**src/rtl/i2cd_pkg.sv**
```systemverilog
package i2cd_pkg;
  typedef enum logic [2:0] {
    PH_IDLE,
    PH_RECV,
    PH_DECIDE,
    PH_ACK,
    PH_SKIP
  } phase_t;

  typedef enum logic [1:0] {
    BK_ADDR,
    BK_CTRL,
    BK_PAYLOAD
  } kind_t;
endpackage

```
**src/rtl/i2cd_bus_watch.sv**
```systemverilog
module i2cd_bus_watch #(
  parameter int SYNC_STAGES = 2
) (
  input  logic clk,
  input  logic rst_n,
  input  logic scl_in,
  input  logic sda_in,
  output logic scl_lvl,
  output logic sda_lvl,
  output logic scl_rise,
  output logic scl_fall,
  output logic start_seen,
  output logic stop_seen
);
  logic [SYNC_STAGES-1:0] scl_sh, sda_sh;
  logic scl_p, sda_p;

  generate
    if (SYNC_STAGES == 1) begin : g_one
      always_ff @(posedge clk or negedge rst_n) begin
        if (!rst_n) begin
          scl_sh <= '1;
          sda_sh <= '1;
        end else begin
          scl_sh <= scl_in;
          sda_sh <= sda_in;
        end
      end
    end else begin : g_many
      always_ff @(posedge clk or negedge rst_n) begin
        if (!rst_n) begin
          scl_sh <= '1;
          sda_sh <= '1;
        end else begin
          scl_sh <= {scl_sh[SYNC_STAGES-2:0], scl_in};
          sda_sh <= {sda_sh[SYNC_STAGES-2:0], sda_in};
        end
      end
    end
  endgenerate

  always_ff @(posedge clk or negedge rst_n) begin
    if (!rst_n) begin
      scl_p <= 1'b1;
      sda_p <= 1'b1;
    end else begin
      scl_p <= scl_lvl;
      sda_p <= sda_lvl;
    end
  end

  assign scl_lvl    = scl_sh[SYNC_STAGES-1];
  assign sda_lvl    = sda_sh[SYNC_STAGES-1];
  assign scl_rise   = scl_lvl & ~scl_p;
  assign scl_fall   = ~scl_lvl & scl_p;
  assign start_seen = scl_lvl & scl_p & sda_p & ~sda_lvl;
  assign stop_seen  = scl_lvl & scl_p & ~sda_p & sda_lvl;
endmodule

```
**src/rtl/i2cd_rx_ctrl.sv**
```systemverilog
module i2cd_rx_ctrl
  import i2cd_pkg::*;
#(
  parameter int         BYTE_W  = 8,
  parameter logic [5:0] ADDR_HI = 6'b011110
) (
  input  logic              clk,
  input  logic              rst_n,
  input  logic              scl_lvl,
  input  logic              sda_lvl,
  input  logic              scl_rise,
  input  logic              scl_fall,
  input  logic              start_seen,
  input  logic              stop_seen,
  input  logic              addr_strap,
  input  logic              slot_free,
  output logic              sda_drive,
  output logic              push,
  output logic [BYTE_W-1:0] push_byte,
  output logic              push_data
);
  localparam int CNT_W = $clog2(BYTE_W + 1);

  phase_t             phase;
  kind_t              kind;
  logic [BYTE_W-1:0]  shreg;
  logic [CNT_W-1:0]   bitcnt;
  logic               stream_q, dc_q, oe_q, push_q;
  logic               addr_hit;

  assign addr_hit = (shreg[BYTE_W-1:1] == {ADDR_HI, addr_strap}) && !shreg[0];

  always_ff @(posedge clk or negedge rst_n) begin
    if (!rst_n) begin
      phase    <= PH_IDLE;
      kind     <= BK_ADDR;
      shreg    <= '0;
      bitcnt   <= '0;
      stream_q <= 1'b0;
      dc_q     <= 1'b0;
      oe_q     <= 1'b0;
      push_q   <= 1'b0;
    end else begin
      push_q <= 1'b0;
      if (start_seen) begin
        phase  <= PH_RECV;
        kind   <= BK_ADDR;
        bitcnt <= '0;
        oe_q   <= 1'b0;
      end else if (stop_seen) begin
        phase <= PH_IDLE;
        oe_q  <= 1'b0;
      end else begin
        unique case (phase)
          PH_RECV: if (scl_rise) begin
            shreg  <= {shreg[BYTE_W-2:0], sda_lvl};
            bitcnt <= bitcnt + 1'b1;
            if (bitcnt == CNT_W'(BYTE_W - 1)) phase <= PH_DECIDE;
          end
          PH_DECIDE: if (scl_fall) begin
            unique case (kind)
              BK_ADDR: begin
                if (addr_hit) begin
                  phase <= PH_ACK;
                  oe_q  <= 1'b1;
                  kind  <= BK_CTRL;
                end else begin
                  phase <= PH_SKIP;
                end
              end
              BK_CTRL: begin
                phase    <= PH_ACK;
                oe_q     <= 1'b1;
                dc_q     <= shreg[6];
                stream_q <= ~shreg[7];
                kind     <= BK_PAYLOAD;
              end
              default: begin
                if (slot_free) begin
                  phase  <= PH_ACK;
                  oe_q   <= 1'b1;
                  push_q <= 1'b1;
                  if (!stream_q) kind <= BK_CTRL;
                end else begin
                  phase <= PH_SKIP;
                end
              end
            endcase
          end
          PH_ACK: if (scl_fall) begin
            oe_q   <= 1'b0;
            phase  <= PH_RECV;
            bitcnt <= '0;
          end
          default: ;
        endcase
      end
    end
  end

  assign sda_drive = oe_q;
  assign push      = push_q;
  assign push_byte = shreg;
  assign push_data = dc_q;

  a_r9_drive_moves_scl_low: assert property (@(posedge clk) disable iff (!rst_n)
    ($changed(oe_q) && !$past(start_seen) && !$past(stop_seen)) |-> !$past(scl_lvl));
  a_r9_stop_releases: assert property (@(posedge clk) disable iff (!rst_n)
    $past(stop_seen) |-> !oe_q);
  a_r8_push_needs_room: assert property (@(posedge clk) disable iff (!rst_n)
    push_q |-> $past(slot_free));
  a_r2_skip_is_silent: assert property (@(posedge clk) disable iff (!rst_n)
    (phase == PH_SKIP) |-> (!oe_q && !push_q));
  a_r7_bitcnt_bound: assert property (@(posedge clk) disable iff (!rst_n)
    bitcnt <= CNT_W'(BYTE_W));
endmodule

```
**src/rtl/i2cd_out_slot.sv**
```systemverilog
module i2cd_out_slot #(
  parameter int BYTE_W = 8
) (
  input  logic              clk,
  input  logic              rst_n,
  input  logic              push,
  input  logic [BYTE_W-1:0] push_byte,
  input  logic              push_data,
  output logic              slot_free,
  output logic              out_valid,
  input  logic              out_ready,
  output logic [BYTE_W-1:0] out_byte,
  output logic              out_data
);
  logic              v_q, d_q;
  logic [BYTE_W-1:0] b_q;

  always_ff @(posedge clk or negedge rst_n) begin
    if (!rst_n) begin
      v_q <= 1'b0;
      d_q <= 1'b0;
      b_q <= '0;
    end else if (push) begin
      v_q <= 1'b1;
      d_q <= push_data;
      b_q <= push_byte;
    end else if (v_q && out_ready) begin
      v_q <= 1'b0;
    end
  end

  assign slot_free = ~v_q;
  assign out_valid = v_q;
  assign out_byte  = b_q;
  assign out_data  = d_q;

  a_r8_hold_under_stall: assert property (@(posedge clk) disable iff (!rst_n)
    (v_q && !out_ready) |=> (v_q && $stable(b_q) && $stable(d_q)));
  a_r8_no_overwrite: assert property (@(posedge clk) disable iff (!rst_n)
    push |-> !v_q);
endmodule

```
**src/rtl/i2c_disp_rx.sv**
```systemverilog
module i2c_disp_rx #(
  parameter int         SYNC_STAGES = 2,
  parameter int         BYTE_W      = 8,
  parameter logic [5:0] ADDR_HI     = 6'b011110
) (
  input  logic              clk,
  input  logic              rst_n,
  input  logic              scl_in,
  input  logic              sda_in,
  input  logic              addr_strap,
  output logic              sda_oe,
  output logic              rx_valid,
  input  logic              rx_ready,
  output logic [BYTE_W-1:0] rx_byte,
  output logic              rx_is_data
);
  logic scl_lvl, sda_lvl, scl_rise, scl_fall, start_seen, stop_seen;
  logic slot_free, push, push_data;
  logic [BYTE_W-1:0] push_byte;

  i2cd_bus_watch #(.SYNC_STAGES(SYNC_STAGES)) u_watch (
    .clk(clk), .rst_n(rst_n), .scl_in(scl_in), .sda_in(sda_in),
    .scl_lvl(scl_lvl), .sda_lvl(sda_lvl), .scl_rise(scl_rise),
    .scl_fall(scl_fall), .start_seen(start_seen), .stop_seen(stop_seen)
  );

  i2cd_rx_ctrl #(.BYTE_W(BYTE_W), .ADDR_HI(ADDR_HI)) u_ctrl (
    .clk(clk), .rst_n(rst_n), .scl_lvl(scl_lvl), .sda_lvl(sda_lvl),
    .scl_rise(scl_rise), .scl_fall(scl_fall), .start_seen(start_seen),
    .stop_seen(stop_seen), .addr_strap(addr_strap), .slot_free(slot_free),
    .sda_drive(sda_oe), .push(push), .push_byte(push_byte), .push_data(push_data)
  );

  i2cd_out_slot #(.BYTE_W(BYTE_W)) u_slot (
    .clk(clk), .rst_n(rst_n), .push(push), .push_byte(push_byte),
    .push_data(push_data), .slot_free(slot_free), .out_valid(rx_valid),
    .out_ready(rx_ready), .out_byte(rx_byte), .out_data(rx_is_data)
  );
endmodule

```
**config.mk**
```make
export PLATFORM = sky130hd
export DESIGN_NAME = i2c_disp_rx
export DESIGN_NICKNAME = d
export VERILOG_FILES = /design/src/rtl/i2cd_pkg.sv /design/src/rtl/i2cd_bus_watch.sv /design/src/rtl/i2cd_rx_ctrl.sv /design/src/rtl/i2cd_out_slot.sv /design/src/rtl/i2c_disp_rx.sv
export SDC_FILE = /design/constraint.sdc
export NUM_CORES = 1
export LEC_CHECK = 0
export CORE_MARGIN = 10
export CORE_UTILIZATION = 55
export CTS_CLUSTER_SIZE = 20
export DETAILED_ROUTE_END_ITERATION = 10
export DONT_BUFFER_PORTS = 1
export PLACE_DENSITY = 0.81
export RECOVER_POWER = 100
export SYNTH_ARGS = -nofsm -noshare
export SYNTH_HDL_FRONTEND = slang
export SYNTH_SLANG_ARGS = --single-unit
```
**constraint.sdc**
```tcl
create_clock -name clk -period 1.66 [get_ports clk]
set_input_delay 0.249 -clock clk [delete_from_list [all_inputs] [get_ports clk]]
set_output_delay 0.249 -clock clk [all_outputs]
set_load 0.005 [all_outputs]
```
==> impl_metrics.json, run 1 <==
{
  "synth_seq_cells": 37,
  "avgSynthCellArea_um2": 12.4,
  "rsz0062_at_grt": "true",
  "max_stage_delay_ps": 540,
  "antenna_found_initial": 0,
  "setup_violations": 3,
  "status": "finished with violations",
  "yosysMostFrequentCell": "dfrtp_1",
  "core_um2": 2810,
  "multi_input_area_um2": 713,
  "drc": 0,
  "nets": 157,
  "final-seq-area_um2": 933,
  "synth_fa_ha_area_share_pct": 0.763,
  "die_area_um2": 5560,
  "drtIter0Drc": 93,
  "synth.largest_area_cell": "dfrtp_1",
  "cts_tree": "done",
  "path_class": "flip-flop to flip-flop",
  "worstSetupEndpointType": "flip-flop",
  "grt_overflow": 0,
  "rows": 19,
  "max_freq_mhz": 553,
  "cts_buffers": 5,
  "p_per_area_nw_per_um2": 1410,
  "synth_top_family_by_area": "simple AND/OR/NAND/NOR gates",
  "clk_pin_slew_worst_paths_ps": 110,
  "yosysTopAreaCellShare_pct": 47.3,
  "leakagePower_nw": 0.885,
  "placed_area_um2": 1740,
  "via_per_inst": 6.11,
  "slew_viol_final": 0,
  "root_buffer": "clkbuf_4",
  "globalRouteTotalUtil_pct": 12.3,
  "die_x_um": 74.6,
  "synthCells": 132,
  "wire_per_inst_um": 17.2,
  "synth_warnings": 0,
  "fin_area_um2": 1890,
  "vdd_drop_max_uv": 833,
  "violations": "setup timing",
  "hold_class": "primary input to flip-flop",
  "maxCapViolCount": 0,
  "yosys.area_share.simple_pct": 16.6,
  "die_h_um": 74.6,
  "clk_latency_ps": 340,
  "cts-htree-levels": 2,
  "synth.distinct_cells": 43,
  "drtPass1Iterations": 4,
  "routed_wl_mm": 3.13,
  "r2r-end": "u_ctrl.phase[2]",
  "synth_compound_area_share_pct": 9.47,
  "floorplan.initialDensity_pct": 58.4,
  "synthesis.nets": 139,
  "vias": 1112,
  "crit_fanout": 3,
  "post-route-worst-setup-slack_ps": -147,
  "syn2layout_area_growth_pct": 15.2,
  "startpoint": "u_ctrl.push_byte[2]",
  "dp_hpwl_mm": 2.27,
  "synth_common_cells": "31 x dfrtp_1, 19 x mux2_2, 8 x nand2_1, 7 x a21oi_1, 7 x o21ai_0",
  "routabilityCongestion": 0.877,
  "r2r_cells": 4,
  "layout-drive-gt1-share_pct": 35.8,
  "worstMarginPinSlew_ps": 893,
  "critPathLaunchType": "flip-flop",
  "pin_count": 17,
  "power_mw": 2.67,
  "async_flop_share_pct": 100,
  "crit_slowest_cell": "or4b_4",
  "r2r_setup_slack_ps": -150,
  "critical_path.cell_chain": "or4b_4 > or3_4 > and3_1 > mux2_2",
  "portBuffers": 0,
  "grt_pass1_wl_mm": 5.31,
  "finClkSkew_ps": 8.16,
  "synth_edf_count": 0,
  "ys_top_cells_by_area": "dfrtp_1 47%, mux2_2 13%, dfstp_2 9.6%",
  "grt_max_degree": 38,
  "slew_headroom_pct": 40.5,
  "synth-seq-area-share_pct": 56.9,
  "ant_nets": 0,
  "yosys_most_used_dff": "dfrtp_1",
  "cts.sinks": 37,
  "hold_viol_final": 0,
  "r2r_start": "u_ctrl.push_byte[2]",
  "insertedDiodeCount": 0,
  "synthXorXnorAreaFrac_pct": 1.07,
  "worstPathArrival_ps": 2030,
  "cts_buffer_depth": 2,
  "crit_end": "u_ctrl.phase[2]",
  "finalCritPeriodShare_pct": 109,
  "muxShareOfSynthArea_pct": 13.7,
  "min_period_ps": 1810,
  "grt_pass1_vias": 1101,
  "cp.required_ps": 1890,
  "netlist_area_um2": 1640,
  "fillCellCount": 221
}
area by class of cell:
cell class	count	area share, %
multi-input combinational	89	37.8
clock inverter	1	1.59
clock buffer	7	2.92
timing repair buffer	14	5.63
tap	31	2.05
sequential	37	49.4
inverter	3	0.596
state kept, by name (all words and copies together) (netlist names):
signal / count
u_ctrl.push_byte: 8
u_slot.out_byte: 8
u_ctrl.bitcnt: 4
u_ctrl.phase: 3
u_ctrl.kind: 2
u_watch.scl_sh: 2
u_watch.sda_sh: 2
u_ctrl.push: 1
u_ctrl.push_data: 1
u_ctrl.sda_drive: 1
u_ctrl.stream_q: 1
u_slot.out_data: 1
u_slot.out_valid: 1
u_watch.scl_p: 1
u_watch.sda_p: 1
stage by stage:
stage	setup TNS, ps	utilization (%)	cells	setup WS (ps)	hold WS [ps]
floorplan	-103	-	132	-103	-46.6
global route	-704	67.3	182	-210	49.4
global placement	-112	62.0	170	-85.2	-45.0
detailed placement	-186	62.0	170	-110	-45.1
finish	-262	67.3	182	-147	57.0
CTS	-245	67.1	182	-134	51.6
kinds of logic (layout without fill, tap and decap cells):
group / count (synthesis) / in the layout
multiplexers: 20 / 20
XOR/XNOR: 2 / 2
AND/OR/NAND/NOR: 42 / 42
flip-flops: 37 / 37
buffers and inverters: 6 / 25
adder cells (fa/ha/maj): 1 / 1
AO/OA/AOI/OAI: 24 / 24
layout by cell type, fill, tap and decap left out, types with 3 or more instances in the layout:
cell type      count
dfrtp_1           31
mux2_2            18
buf_4              9
nand2_1            8
o21ai_0            7
a21oi_1            6
dfstp_2            6
nor2_1             5
clkbuf_4           5
inv_1              3
nand3_1            3
nor3_1             3
dlygate4sd3_1      3
layer usage:
| layer | wire length [um] | global-route usage [%] | vias up |
|---|---|---|---|
| li1 | - | - | 518 |
| met1 | 1400 | 15.2 | 558 |
| met2 | 1480 | 18.3 | 31 |
| met3 | 207 | 6.38 | 5 |
| met4 | 42 | 4.20 | 0 |
| met5 | 0 | 0 | - |
worst max-delay path, delay by kind of cell, from the launching register on:
family | cells | cell delay (ps)
muxes | 1 | 270
and+or+nand+nor | 3 | 1050
DFF | 1 | 390
repair_timing:
| item | CTS | global route |
|---|---|---|
| endpoints found under the hold margin | 39 | 0 |
| setup endpoints to repair | 3 | 15 |
| setup buffers | 0 | 0 |
| resized for setup | 2 | 4 |
| hold buffers | 4 | 0 |
worst min-delay path by stage:
stage,start,end,cells past startpoint
after floorplan,rst_n,u_ctrl.bitcnt[0],0
after global routing,rx_ready,u_slot.out_valid,2
after detailed placement,rst_n,u_ctrl.phase[1],0
after global placement,rst_n,u_ctrl.phase[1],0
after CTS,rx_ready,u_slot.out_valid,2
final,rx_ready,u_slot.out_valid,2
where the power goes:
| group | internal, mW | total [mW] | switching (mW) |
|---|---|---|---|
| logic | 0.392 | 0.736 | 0.344 |
| registers | 1.09 | 1.28 | 0.191 |
| clock network | 0.360 | 0.648 | 0.288 |
| total | 1.84 | 2.67 | 0.824 |
Power figures use the tool's default switching activity.
==> run 2: changes to the inputs <==
- CORE_UTILIZATION: 55 -> 50
- PLACE_DENSITY: 0.81 -> 0.76
==> run 2 against run 1 <==
  * The flow still finishes with violations (setup timing)
  * Utilization fell by 5.6 points
  * Non-clock buffer count fell by 2
  * Register-to-register slack barely moved
  * Global-route usage fell by 1.2 points
  * Critical path type unchanged
  * Critical endpoint unchanged
  * Highest routed layer unchanged
==> impl_metrics.json, run 2 (synthesis results as in run 1) <==
{
  "utilization_pct": 61.7,
  "status": "finished with violations",
  "cts-htree-levels": 2,
  "grt_max_degree": 38,
  "fillCellCount": 258,
  "die_h_um": 77.3,
  "final_common_cell": "dfrtp_1",
  "violations": "setup timing",
  "cts_buffer_depth": 2,
  "antenna_found_initial": 0,
  "drtIter0Drc": 84,
  "ant_nets": 0,
  "wire_per_inst_um": 17.1,
  "maxCapViolCount": 0,
  "seqPwrFrac_pct": 50.4,
  "max_freq_mhz": 551,
  "drc": 0,
  "clk_pin_slew_worst_paths_ps": 120,
  "holdPathStages": 2,
  "dp_slack_ps": -158,
  "worstMarginPinSlew_ps": 896,
  "worstSetupEndpointType": "flip-flop",
  "min_period_ps": 1820,
  "die_area_um2": 5970,
  "whs_ps": 74.3,
  "cts_tree": "done",
  "worstPathArrival_ps": 2060,
  "hold_class": "primary input to flip-flop",
  "syn2layout_area_growth_pct": 16.8,
  "drtPass1Iterations": 4,
  "portBuffers": 0,
  "floorplan.initialDensity_pct": 52.8,
  "cts.sinks": 37,
  "internal_power_mw": 1.75,
  "globalRouteTotalUtil_pct": 11.2,
  "placed_area_um2": 1730,
  "p_sw_share_pct": 32.9,
  "grt_pass1_vias": 1143,
  "layout-drive-gt1-share_pct": 38.9,
  "hold_viol_final": 0,
  "cp.required_ps": 1910,
  "placedCellCount": 180,
  "switching_power_mw": 0.859,
  "rows": 20,
  "post-route-worst-setup-slack_ps": -156,
  "vdd_drop_max_uv": 635,
  "core_um2": 3100,
  "vias": 1126,
  "finClkSkew_ps": 11.9,
  "grt_pass1_wl_mm": 5.51,
  "crit_fanout": 4,
  "slew_viol_final": 0,
  "nets": 155,
  "leakagePower_nw": 0.887,
  "comb_power_share_pct": 28.9,
  "die_x_um": 77.3,
  "setup_violations": 3,
  "via_per_inst": 5.83,
  "pin_count": 17,
  "rsz0062_at_grt": "true",
  "slew_headroom_pct": 40.3,
  "clk_latency_ps": 350,
  "critPathLaunchType": "flip-flop",
  "p_per_area_nw_per_um2": 1360,
  "cts_buffers": 5,
  "insertedDiodeCount": 0,
  "routed_wl_mm": 3.30,
  "finalCritPeriodShare_pct": 109,
  "r2r_cells": 4,
  "final_cell_mix": "31 x dfrtp_1, 18 x mux2_2, 8 x nand2_1, 8 x buf_4, 6 x o21ai_0",
  "path_class": "flip-flop to flip-flop",
  "root_buffer": "clkbuf_4",
  "fin_area_um2": 1910,
  "dp_hpwl_mm": 2.24,
  "routabilityCongestion": 0.898,
  "instances_no_fill": 193,
  "power_mw": 2.61,
  "grt_overflow": 0,
  "clkPwrFrac_pct": 20.7,
  "timing.setup.tns_ps": -370
}
==> run 2: worst paths after layout <==
kind                                      from                 end  slack [ps]
setup reg to reg           u_ctrl.push_byte[2]     u_ctrl.phase[2]        -160
setup / recovery           u_ctrl.push_byte[2]     u_ctrl.phase[2]        -160
hold / removal                        rx_ready    u_slot.out_valid          70
hold reg to reg              u_watch.scl_sh[0]   u_watch.scl_sh[1]         360
min in group asynchronous                rst_n    u_ctrl.bitcnt[3]         550
max in group asynchronous                rst_n  u_slot.out_byte[1]         540
==> run 2: worst max-delay path, cell delays in order (launching register included) <==
cell	delay, ps
dfrtp_1	400
or4b_4	550
or3_4	370
and3_4	160
mux2_2	250
==> run 2: power groups by stage <==
stage	combinational, mW	clock, mW	sequential, mW
after CTS	0.674	0.556	1.29
after floorplan	0.461	0	1.26
after detailed placement	0.638	0	1.31
final	0.754	0.540	1.31
after global routing	0.830	0.598	1.35
after global placement	0.604	0	1.29
==> run 2: layer usage <==
layer | GRT usage (%) | routed length (um)
met5 | 0 | 0
met1 | 13.4 | 1450
met3 | 4.90 | 221
met2 | 17.1 | 1580
met4 | 4.38 | 59
==> run 2: layout make-up <==
cell class	instances	area, um^2	area share [%]
multi-input combinational	89	749	39.2
inverter	3	11.3	0.588
clock inverter	1	5.00	0.261
timing repair buffer	12	95.1	4.97
clock buffer	7	65.1	3.40
sequential	37	933	48.8
tap	44	55.1	2.88
==> run 2: what timing repair did <==
item	CTS	global route
resized for setup	1	12
buffers inserted	0	1
hold buffers	4	0
setup endpoints to repair	4	13
hold endpoints to repair	39	0
==> run 3: changes to the inputs <==
- CTS_BUF_LIST: not set -> sky130_fd_sc_hd__clkbuf_16
- SLEW_MARGIN: not set -> 40
- SYNTH_HIERARCHICAL: not set -> 1
==> run 3 against run 2 <==
  * The flow still finishes with violations (setup timing)
  * Final area is 5.3% higher
  * Die area shrank 1.1%
  * Worst hold slack got worse by 11 ps
  * Utilization is 3.8 points higher
  * Final cell count up 5.2%
  * Count of clock-buffer cells in the layout down 2
  * Via count fell by 0.53%
  * Sequential share of layout area down 2.5 points
  * Combinational power fell by 34%
  * Routed wire length is 2.7% higher
  * Clock skew decreased by 5.3 ps
  * Largest cell class unchanged
  * Largest power group unchanged
==> impl_metrics.json, run 3 <==
{
  "vdd_drop_max_uv": 1480,
  "synth_edf_count": 0,
  "path_class": "flip-flop to flip-flop",
  "avgSynthCellArea_um2": 12.4,
  "critPathLaunchType": "flip-flop",
  "vias": 1120,
  "yosysMostFrequentCell": "dfrtp_1",
  "synth.distinct_cells": 34,
  "critical_path.cell_chain": "and4b_1 > inv_2 > nand3_2 > or4_4 > mux2_4",
  "netlist_area_um2": 1610,
  "worstPathArrival_ps": 1890,
  "use_met1_pct": 12.3,
  "fillCellCount": 226,
  "portBuffers": 0,
  "timing.setup.tns_ps": -145,
  "crit_fanout": 2,
  "worstSetupEndpointType": "flip-flop",
  "crit_slowest_cell": "dfstp_2",
  "slew_headroom_pct": 41.6,
  "max_freq_mhz": 581,
  "hold_class": "primary input to flip-flop",
  "finalCritPeriodShare_pct": 104,
  "busiest_layer": "met2",
  "multi_input_area_um2": 671,
  "setup_violations": 3,
  "grt_pass1_wl_mm": 5.40,
  "insertedDiodeCount": 0,
  "finClkSkew_ps": 6.55,
  "cts_buffers": 5,
  "cp.required_ps": 1820,
  "final_common_cell": "dfrtp_1",
  "status": "finished with violations",
  "core_um2": 3080,
  "grt_max_degree": 38,
  "final_cell_mix": "31 x dfrtp_1, 20 x buf_4, 9 x nor2_1, 9 x nand2_1",
  "cts.sinks": 37,
  "ys_top_cells_by_area": "dfrtp_1 48%, dfstp_2 9.8%, mux2_4 9.3%",
  "rsz0062_at_grt": "true",
  "grt_pass1_vias": 1153,
  "fin_area_um2": 2020,
  "placed_area_um2": 1780,
  "max_stage_delay_ps": 520,
  "slew_viol_final": 0,
  "synthesis.nets": 137,
  "yosys_most_used_dff": "dfrtp_1",
  "cts_buffer_depth": 2,
  "drtPass1Iterations": 4,
  "leakagePower_nw": 0.947,
  "cts_tree": "done",
  "routed_wl_mm": 3.39,
  "final-seq-area_um2": 933,
  "globalRouteTotalUtil_pct": 11.4,
  "dp_hpwl_mm": 2.22,
  "die_x_um": 76.8,
  "worstMarginPinSlew_ps": 877,
  "floorplan.initialDensity_pct": 52.4,
  "clk_pin_slew_worst_paths_ps": 50,
  "root_buffer": "clkbuf_16",
  "antenna_found_initial": 0,
  "nets": 166,
  "grt_overflow": 0,
  "drc": 0,
  "synthCells": 130,
  "rows": 20,
  "synth.largest_area_cell": "dfrtp_1",
  "die_h_um": 76.8,
  "routabilityCongestion": 0.831,
  "synth_common_cells": "31 x dfrtp_1, 12 x nor2_1, 10 x mux2_4, 10 x nand2_1, 8 x mux2_2",
  "met3_usage_pct": 4.78,
  "synth-seq-area-share_pct": 57.8,
  "via_per_inst": 5.52,
  "layout-drive-gt1-share_pct": 36.5,
  "ant_nets": 0,
  "maxCapViolCount": 0,
  "syn2layout_area_growth_pct": 24.9,
  "cts-htree-levels": 2,
  "violations": "setup timing",
  "synth_seq_cells": 37,
  "p_per_area_nw_per_um2": 1320,
  "min_period_ps": 1720,
  "wire_per_inst_um": 16.7,
  "async_flop_share_pct": 100,
  "synth_warnings": 6,
  "met2_usage_pct": 18.3,
  "yosysTopAreaCellShare_pct": 48.1,
  "hold_viol_final": 0,
  "pin_count": 17,
  "post-route-worst-setup-slack_ps": -61.6,
  "drtIter0Drc": 74,
  "clk_latency_ps": 280,
  "die_area_um2": 5900
}
run 3: changes by cell type in the layout (fill, tap and decap cells not counted), moves of 3 or more:
cell	before	now
clkbuf_4	5	0
mux2_1	0	8
buf_4	8	20
clkbuf_16	0	5
mux2_2	18	8
nor2_1	5	9
nor3_1	3	6
run 3: worst paths after layout:
path	to	cells past startpoint	slack (ps)	from
worst max register to register	u_ctrl/push_data	5	-60	u_watch/sda_p
min in group asynchronous	u_ctrl/push_data	2	640	rst_n
max in group asynchronous	u_ctrl/push_byte[1]	2	470	rst_n
worst min-delay path	u_slot/out_valid	1	60	rx_ready
worst min register to register	u_watch/scl_sh[1]	0	350	u_watch/scl_sh[0]
worst max-delay path	u_ctrl/push_data	5	-60	u_watch/sda_p
run 3: per-stage QoR:
step	instances	utilization [%]	total power, mW	setup WS (ps)	hold WS (ps)
after floorplan	130	-	1.41	-75.5	-46.6
final	203	65.5	2.66	-61.6	63.0
after global routing	203	65.5	2.80	-152	61.8
after detailed placement	187	57.7	1.56	-80.0	-45.1
after CTS	200	65.2	2.65	-81.0	56.9
after global placement	187	57.7	1.54	-56.0	-45.1
run 3: logic make-up after synthesis:
group / after synthesis / share of synthesized area (%)
buf+inv: 5 / 1.63
fa+ha+maj: 1 / 0.775
mux: 18 / 14.9
flops: 37 / 57.8
xor+xnor: 1 / 0.543
simple gates: 47 / 16.0
compound gates: 21 / 8.37
run 3: routing by layer:
layer	routed length [um]	up-vias
met5	0	-
met4	65	0
met3	197	6
met2	1660	38
met1	1470	559
li1	-	517
run 3: layout make-up:
| type | count | area share (%) |
|---|---|---|
| clock inverter | 2 | 1.74 |
| timing repair buffer | 24 | 9.19 |
| tap | 44 | 2.73 |
| clock buffer | 5 | 6.21 |
| sequential | 37 | 46.3 |
| inverter | 3 | 0.559 |
| multi-input combinational | 88 | 33.3 |
run 3: power breakdown:
| part | total [mW] | internal (mW) | switching (mW) | leakage [nW] |
|---|---|---|---|---|
| Combinational | 0.498 | 0.251 | 0.247 | 0.382 |
| Sequential | 1.14 | 1.03 | 0.110 | 0.485 |
| Clock | 1.03 | 0.696 | 0.334 | 0.0797 |
| Total | 2.66 | 1.97 | 0.692 | 0.947 |
run 3: timing repair:
item                                    in CTS  in global routing
resized for setup                            2                 11
setup buffers                                2                  3
endpoints found under the setup margin      16                 19
endpoints found under the hold margin       39                  0
pin swaps                                    1                  5
hold buffers                                 4                  0
run 3: critical path, delay by kind of cell (launching register included):
family	cells	cell delay [ps]
buffers and inverters	1	70
flip-flops	1	520
multiplexers	1	310
AND/OR/NAND/NOR	3	720
